[src/rtl/tlb_pkg.sv]
package tlb_pkg;
  // Smallest page is 4 KiB; each size step adds four address bits.
  localparam int PG_SHIFT = 12;
  localparam int SIZE_STEP = 4;

  localparam logic [1:0] ACC_READ  = 2'd0;
  localparam logic [1:0] ACC_WRITE = 2'd1;

  typedef struct packed {
    logic sup_rd;
    logic sup_wr;
    logic usr_rd;
    logic usr_wr;
  } perm_t;
endpackage

[src/rtl/tlb_tag_match.sv]
module tlb_tag_match
  import tlb_pkg::*;
#(
  parameter int VPN_W  = 20,
  parameter int ASID_W = 8
) (
  input  logic              e_valid,
  input  logic              e_global,
  input  logic [ASID_W-1:0] e_asid,
  input  logic [VPN_W-1:0]  e_vpn,
  input  logic [1:0]        e_size,
  input  logic [VPN_W-1:0]  q_vpn,
  input  logic [ASID_W-1:0] q_asid,
  output logic              match
);
  logic [VPN_W-1:0] cmp_mask;
  logic             tag_eq;
  logic             asid_ok;

  always_comb begin
    cmp_mask = '1 << (SIZE_STEP * int'(e_size));
    tag_eq   = ((e_vpn ^ q_vpn) & cmp_mask) == '0;
    asid_ok  = e_global || (e_asid == q_asid);
    match    = e_valid && tag_eq && asid_ok;
  end
endmodule

[src/rtl/tlb_perm_check.sv]
module tlb_perm_check
  import tlb_pkg::*;
(
  input  logic [3:0] perm,
  input  logic       nx,
  input  logic       priv,
  input  logic [1:0] acc,
  output logic       fault
);
  perm_t p;
  logic  may_rd;
  logic  may_wr;

  always_comb begin
    p      = perm_t'(perm);
    may_rd = priv ? p.sup_rd : p.usr_rd;
    may_wr = priv ? p.sup_wr : p.usr_wr;
    case (acc)
      ACC_READ:  fault = !may_rd;
      ACC_WRITE: fault = !may_wr;
      default:   fault = !may_rd || nx;
    endcase
  end
endmodule

[src/rtl/tlb_victim_pick.sv]
module tlb_victim_pick #(
  parameter int ENTRIES = 8,
  localparam int IDX_W  = $clog2(ENTRIES)
) (
  input  logic [ENTRIES-1:0] valid,
  input  logic [IDX_W-1:0]   rr_ptr,
  output logic [IDX_W-1:0]   victim,
  output logic               full
);
  always_comb begin
    full   = &valid;
    victim = rr_ptr;
    for (int i = ENTRIES - 1; i >= 0; i--) begin
      if (!valid[i]) victim = IDX_W'(i);
    end
  end
endmodule

[src/rtl/asid_tlb.sv]
module asid_tlb
  import tlb_pkg::*;
#(
  parameter int ENTRIES = 8,
  parameter int VA_W    = 32,
  parameter int PA_W    = 32,
  parameter int ASID_W  = 8
) (
  input  logic              clk,
  input  logic              rst,
  input  logic              lk_valid,
  input  logic [VA_W-1:0]   lk_va,
  input  logic [ASID_W-1:0] lk_asid,
  input  logic              lk_priv,
  input  logic [1:0]        lk_acc,
  output logic              lk_hit,
  output logic [PA_W-1:0]   lk_pa,
  output logic              lk_fault,
  input  logic              fill_en,
  input  logic [VA_W-1:0]   fill_va,
  input  logic [PA_W-1:0]   fill_pa,
  input  logic [ASID_W-1:0] fill_asid,
  input  logic              fill_global,
  input  logic [1:0]        fill_size,
  input  logic [3:0]        fill_perm,
  input  logic              fill_nx,
  input  logic              flush_all,
  input  logic              flush_asid_en,
  input  logic [ASID_W-1:0] flush_asid
);
  localparam int IDX_W = $clog2(ENTRIES);
  localparam int VPN_W = VA_W - PG_SHIFT;
  localparam int PPN_W = PA_W - PG_SHIFT;

  // Entry storage: valid bits are reset, payload is not.
  logic [ENTRIES-1:0] valid_q, valid_d;
  logic [ENTRIES-1:0] glob_q;
  logic [ENTRIES-1:0] nx_q;
  logic [ASID_W-1:0]  asid_q [ENTRIES];
  logic [VPN_W-1:0]   vpn_q  [ENTRIES];
  logic [PPN_W-1:0]   ppn_q  [ENTRIES];
  logic [1:0]         size_q [ENTRIES];
  logic [3:0]         perm_q [ENTRIES];

  logic [IDX_W-1:0]   rr_q;
  logic [IDX_W-1:0]   victim;
  logic               full;

  logic [ENTRIES-1:0] hit_vec;
  logic [IDX_W-1:0]   sel;
  logic               any_hit;
  logic               sel_fault;

  // ---------------- lookup ----------------
  for (genvar g = 0; g < ENTRIES; g++) begin : g_cmp
    tlb_tag_match #(.VPN_W(VPN_W), .ASID_W(ASID_W)) u_match (
      .e_valid  (valid_q[g]),
      .e_global (glob_q[g]),
      .e_asid   (asid_q[g]),
      .e_vpn    (vpn_q[g]),
      .e_size   (size_q[g]),
      .q_vpn    (lk_va[VA_W-1:PG_SHIFT]),
      .q_asid   (lk_asid),
      .match    (hit_vec[g])
    );
  end

  always_comb begin
    sel = '0;
    for (int i = ENTRIES - 1; i >= 0; i--) begin
      if (hit_vec[i]) sel = IDX_W'(i);
    end
    any_hit = |hit_vec;
  end

  tlb_perm_check u_perm (
    .perm  (perm_q[sel]),
    .nx    (nx_q[sel]),
    .priv  (lk_priv),
    .acc   (lk_acc),
    .fault (sel_fault)
  );

  logic [PA_W-1:0] hi_mask;
  logic [PA_W-1:0] frame;
  logic [PA_W-1:0] va_ext;
  logic [PA_W-1:0] pa_raw;

  always_comb begin
    hi_mask  = '1 << (PG_SHIFT + SIZE_STEP * int'(size_q[sel]));
    frame    = {ppn_q[sel], {PG_SHIFT{1'b0}}};
    va_ext   = PA_W'(lk_va);
    pa_raw   = (frame & hi_mask) | (va_ext & ~hi_mask);
    lk_hit   = lk_valid && any_hit;
    lk_fault = lk_hit && sel_fault;
    lk_pa    = (lk_hit && !sel_fault) ? pa_raw : '0;
  end

  // ---------------- replacement ----------------
  tlb_victim_pick #(.ENTRIES(ENTRIES)) u_victim (
    .valid  (valid_q),
    .rr_ptr (rr_q),
    .victim (victim),
    .full   (full)
  );

  // ---------------- update ----------------
  always_comb begin
    valid_d = valid_q;
    for (int i = 0; i < ENTRIES; i++) begin
      if (flush_asid_en && !glob_q[i] && (asid_q[i] == flush_asid)) valid_d[i] = 1'b0;
    end
    if (fill_en) valid_d[victim] = 1'b1;
    if (flush_all) valid_d = '0;
  end

  always_ff @(posedge clk) begin
    if (rst) begin
      valid_q <= '0;
      rr_q    <= '0;
    end else begin
      valid_q <= valid_d;
      if (fill_en && full) begin
        rr_q <= (rr_q == IDX_W'(ENTRIES - 1)) ? '0 : rr_q + 1'b1;
      end
    end
  end

  for (genvar g = 0; g < ENTRIES; g++) begin : g_store
    always_ff @(posedge clk) begin
      if (fill_en && (victim == IDX_W'(g))) begin
        glob_q[g] <= fill_global;
        nx_q[g]   <= fill_nx;
        asid_q[g] <= fill_asid;
        vpn_q[g]  <= fill_va[VA_W-1:PG_SHIFT];
        ppn_q[g]  <= fill_pa[PA_W-1:PG_SHIFT];
        size_q[g] <= fill_size;
        perm_q[g] <= fill_perm;
      end
    end
  end
endmodule

[config.mk]
export PLATFORM = sky130hd
export DESIGN_NAME = asid_tlb
export DESIGN_NICKNAME = d
export VERILOG_FILES = /design/src/rtl/tlb_pkg.sv /design/src/rtl/tlb_tag_match.sv /design/src/rtl/tlb_perm_check.sv /design/src/rtl/tlb_victim_pick.sv /design/src/rtl/asid_tlb.sv
export SDC_FILE = /design/constraint.sdc
export NUM_CORES = 1
export LEC_CHECK = 0
export ABC_CLOCK_PERIOD_IN_PS = 7050
export BUFFER_PORTS_ARGS = -buffer_cell sky130_fd_sc_hd__buf_4
export CAP_MARGIN = 10
export CELL_PAD_IN_SITES_DETAIL_PLACEMENT = 1
export CELL_PAD_IN_SITES_GLOBAL_PLACEMENT = 1
export CORE_MARGIN = 2
export CORE_UTILIZATION = 50
export DETAILED_ROUTE_END_ITERATION = 7
export GPL_ROUTABILITY_DRIVEN = 0
export HOLD_SLACK_MARGIN = 0.12
export PLACE_DENSITY = 0.75
export SLEW_MARGIN = 10
export SYNTH_ARGS = -nofsm -noshare
export SYNTH_HDL_FRONTEND = slang
export SYNTH_SLANG_ARGS = --single-unit
[constraint.sdc]
create_clock -name clk -period 7.05 [get_ports clk]
set_input_delay 1.41 -clock clk [delete_from_list [all_inputs] [get_ports clk]]
set_output_delay 1.41 -clock clk [all_outputs]
set_load 0.05 [all_outputs]
==> results.sh <==
export IMPL_status="finished clean"
export IMPL_dieArea_um2=42480
export IMPL_fp_dieW_um=206.1
export IMPL_io_buffers=146
export IMPL_yosys_register_bits=459
export IMPL_ctsHoldBuffers=0
export IMPL_finalInstanceArea_um2=24200
export IMPL_multi_input_comb_area_um2=6482
export IMPL_syn_inst=1352
export IMPL_row_count=74
export IMPL_drc_errors=0
export IMPL_via_count=12450
export IMPL_yosysSeqAreaShare_pct=66.96
export IMPL_total_power_w=0.005856
export IMPL_maxSlewViolCount=0
export IMPL_drive_gt1_share_pct=21.49
export IMPL_crit_type="primary input to primary output"
export IMPL_cts_sinks=459
export IMPL_worst_setup_path_start_kind="primary input"
export IMPL_gr_usage_all_layers_pct=26.70
export IMPL_hp_class="register to register"
export IMPL_cts_root_buf="clkbuf_16"
export IMPL_crit_fanout=12
export IMPL_required_ns=5.64
export IMPL_r2r_cells=9
export IMPL_detail_route_antenna_nets=0
export IMPL_cts_setup_buffers=0
export IMPL_slew_headroom_pct=18.41
export IMPL_place_area_um2=22600
export IMPL_grt_pass1_wl_um=82790
export IMPL_p_leak_nw=8.274
export IMPL_fillers=3756
export IMPL_layout_commonest_cell="edfxtp_1"
export IMPL_antenna_found_initial=0
export IMPL_seqCellArea_um2=13670
export IMPL_wl_per_cell_um=26.23
export IMPL_grt_pass1_vias=13350
export IMPL_yosysUniqueCellTypes=70
export IMPL_syn_avg_cell_area_um2=15.10
export IMPL_dp_hpwl_um=37440
export IMPL_drt_initial_drc_count=921
export IMPL_dr_pass1_iters=7
export IMPL_fin_nets=1716
export IMPL_endpoint_kind="primary output"
export IMPL_synth_edff_count=448
export IMPL_synth_fp_nets=1494
export IMPL_viasPerCell=5.814
export IMPL_crit_arrival_ns=5.53
export IMPL_period_minus_slack_ns=6.945
export IMPL_hold_violations=0
export IMPL_post_cts_resized=0
export IMPL_setup_viol=0
export IMPL_insertion_delay_ns=0.59
export IMPL_start_util_pct=50.35
export IMPL_area_delta_synth_final_pct=18.49
export IMPL_diodes=0
export IMPL_synth_warnings=0
export IMPL_final_cell_mix="edfxtp_1, buf_4, xor2_1"
export IMPL_wirelength_um=56190
export IMPL_synthFlopType="edfxtp_1"
export IMPL_die_h_um=206.1
export IMPL_tightest_slew_ns=1.221
export IMPL_async_flop_share_pct=0
export IMPL_grt_max_degree=69
export IMPL_hold_path_depth=2
export IMPL_overflow=0
export IMPL_core_um2=40550
export IMPL_netlist_area_um2=20420
export IMPL_ir_worst_vdd_v=0.0002199
export IMPL_tritoncts="yes"
export IMPL_min_period_over_period_pct=98.50
export IMPL_path_clk_slew_ns=0.05
export IMPL_max_freq_mhz=144.0
export IMPL_htreeDepth=2
export IMPL_finalClockSkew_ns=0.01862
export IMPL_cts_made_buffers=48
export IMPL_io_pins=171
export IMPL_power_density_nw_per_um2=242.0
export IMPL_max_clock_path_buffers=3
export IMPL_drv_cap=0
logic make-up (layout without fill, tap and decap cells):
family / Yosys count / in the layout / synth area share, %
adder cells (fa/ha/maj): 5 / 5 / 0.3064
flip-flops: 459 / 459 / 66.96
buffers and inverters: 68 / 326 / 1.948
AND/OR/NAND/NOR: 282 / 282 / 7.886
multiplexers: 117 / 117 / 5.784
XOR/XNOR: 288 / 288 / 12.39
AO/OA/AOI/OAI: 133 / 133 / 4.730
sequential cells by signal, indices dropped and copies added (netlist names):
register	cells
glob_q	8
nx_q	8
valid_q	8
size_q	16
rr_q	3
ppn_q	160
asid_q	64
perm_q	32
vpn_q	160
synthesized netlist by cell type, types with 14 or more instances:
library cell / count / area [um2]
edfxtp_1: 448 / 13450
xor2_1: 161 / 1410
xnor2_1: 126 / 1104
mux2i_1: 109 / 1091
nor4_1: 51 / 319.1
nand2_1: 48 / 180.2
a21oi_1: 34 / 170.2
nand4_1: 31 / 193.9
nor2_1: 30 / 112.6
buf_2: 27 / 135.1
nand3_1: 27 / 135.1
nor3_1: 18 / 90.09
and3_1: 17 / 106.4
a22oi_1: 16 / 120.1
and2_1: 14 / 87.58
critical path, stage by stage:
cell and delay (ns):
buf_4 0.12, buf_4 0.15, buf_4 0.15, xor2_1 0.17, nor4_1 0.59, a41o_1 0.34
and3_1 0.25, nand2_1 0.11, o221a_4 0.16, buf_4 0.17, nor2_1 0.08, a21oi_1 0.05
a21oi_1 0.15, nand2_1 0.07, o21a_1 0.16, ha_1 0.22, buf_4 0.14, buf_4 0.18
and2_2 0.23, a21oi_1 0.17, and4b_1 0.24, buf_4 0.21
routing by layer:
metal	vias to the layer above	share of wire [%]	GRT usage (%)
met4	0	3.2	10.38
met2	372	49	44.43
met5	-	0	0
met3	104	5.6	3.974
li1	5580	-	-
met1	6397	42	35.47
power by group:
part | total (W) | internal (W) | switching [W]
clock network | 0.00249 | 0.00146 | 0.00104
registers | 0.00304 | 0.00303 | 0.0000130
logic | 0.000324 | 0.000128 | 0.000196
worst paths after layout:
path | slack, ns | start | end
max | 0.11 | lk_asid[1] | lk_pa[14]
min | 0.54 | rr_q[2] | rr_q[2]
max reg2reg | 3.86 | valid_q[6] | ppn_q[1][17]
min reg2reg | 0.54 | rr_q[2] | rr_q[2]
through the flow:
| stage | setup TNS (ns) | cells | hold WS (ns) | util, % | worst slack, ns |
|---|---|---|---|---|---|
| after floorplan | 0 | 1352 | 0.4904 | - | 0.1973 |
| after global placement | 0 | 2055 | 0.5301 | 55.73 | 0.2027 |
| after detailed placement | 0 | 2055 | 0.5347 | 55.73 | 0.08187 |
| after CTS | 0 | 2141 | 0.5443 | 59.48 | 0.03797 |
| after global routing | -0.003057 | 2142 | 0.5828 | 59.66 | -0.003057 |
| final | 0 | 2142 | 0.5412 | 59.66 | 0.1055 |
cell type report:
type,instances,area share (%)
Sequential cell,459,56.51
Multi-Input combinational cell,825,26.79
Timing Repair Buffer,234,7.571
Clock buffer,62,5.269
Tap cell,532,2.751
Clock inverter,24,1.014
Inverter,6,0.09308
(Power assumes the default switching activity.)
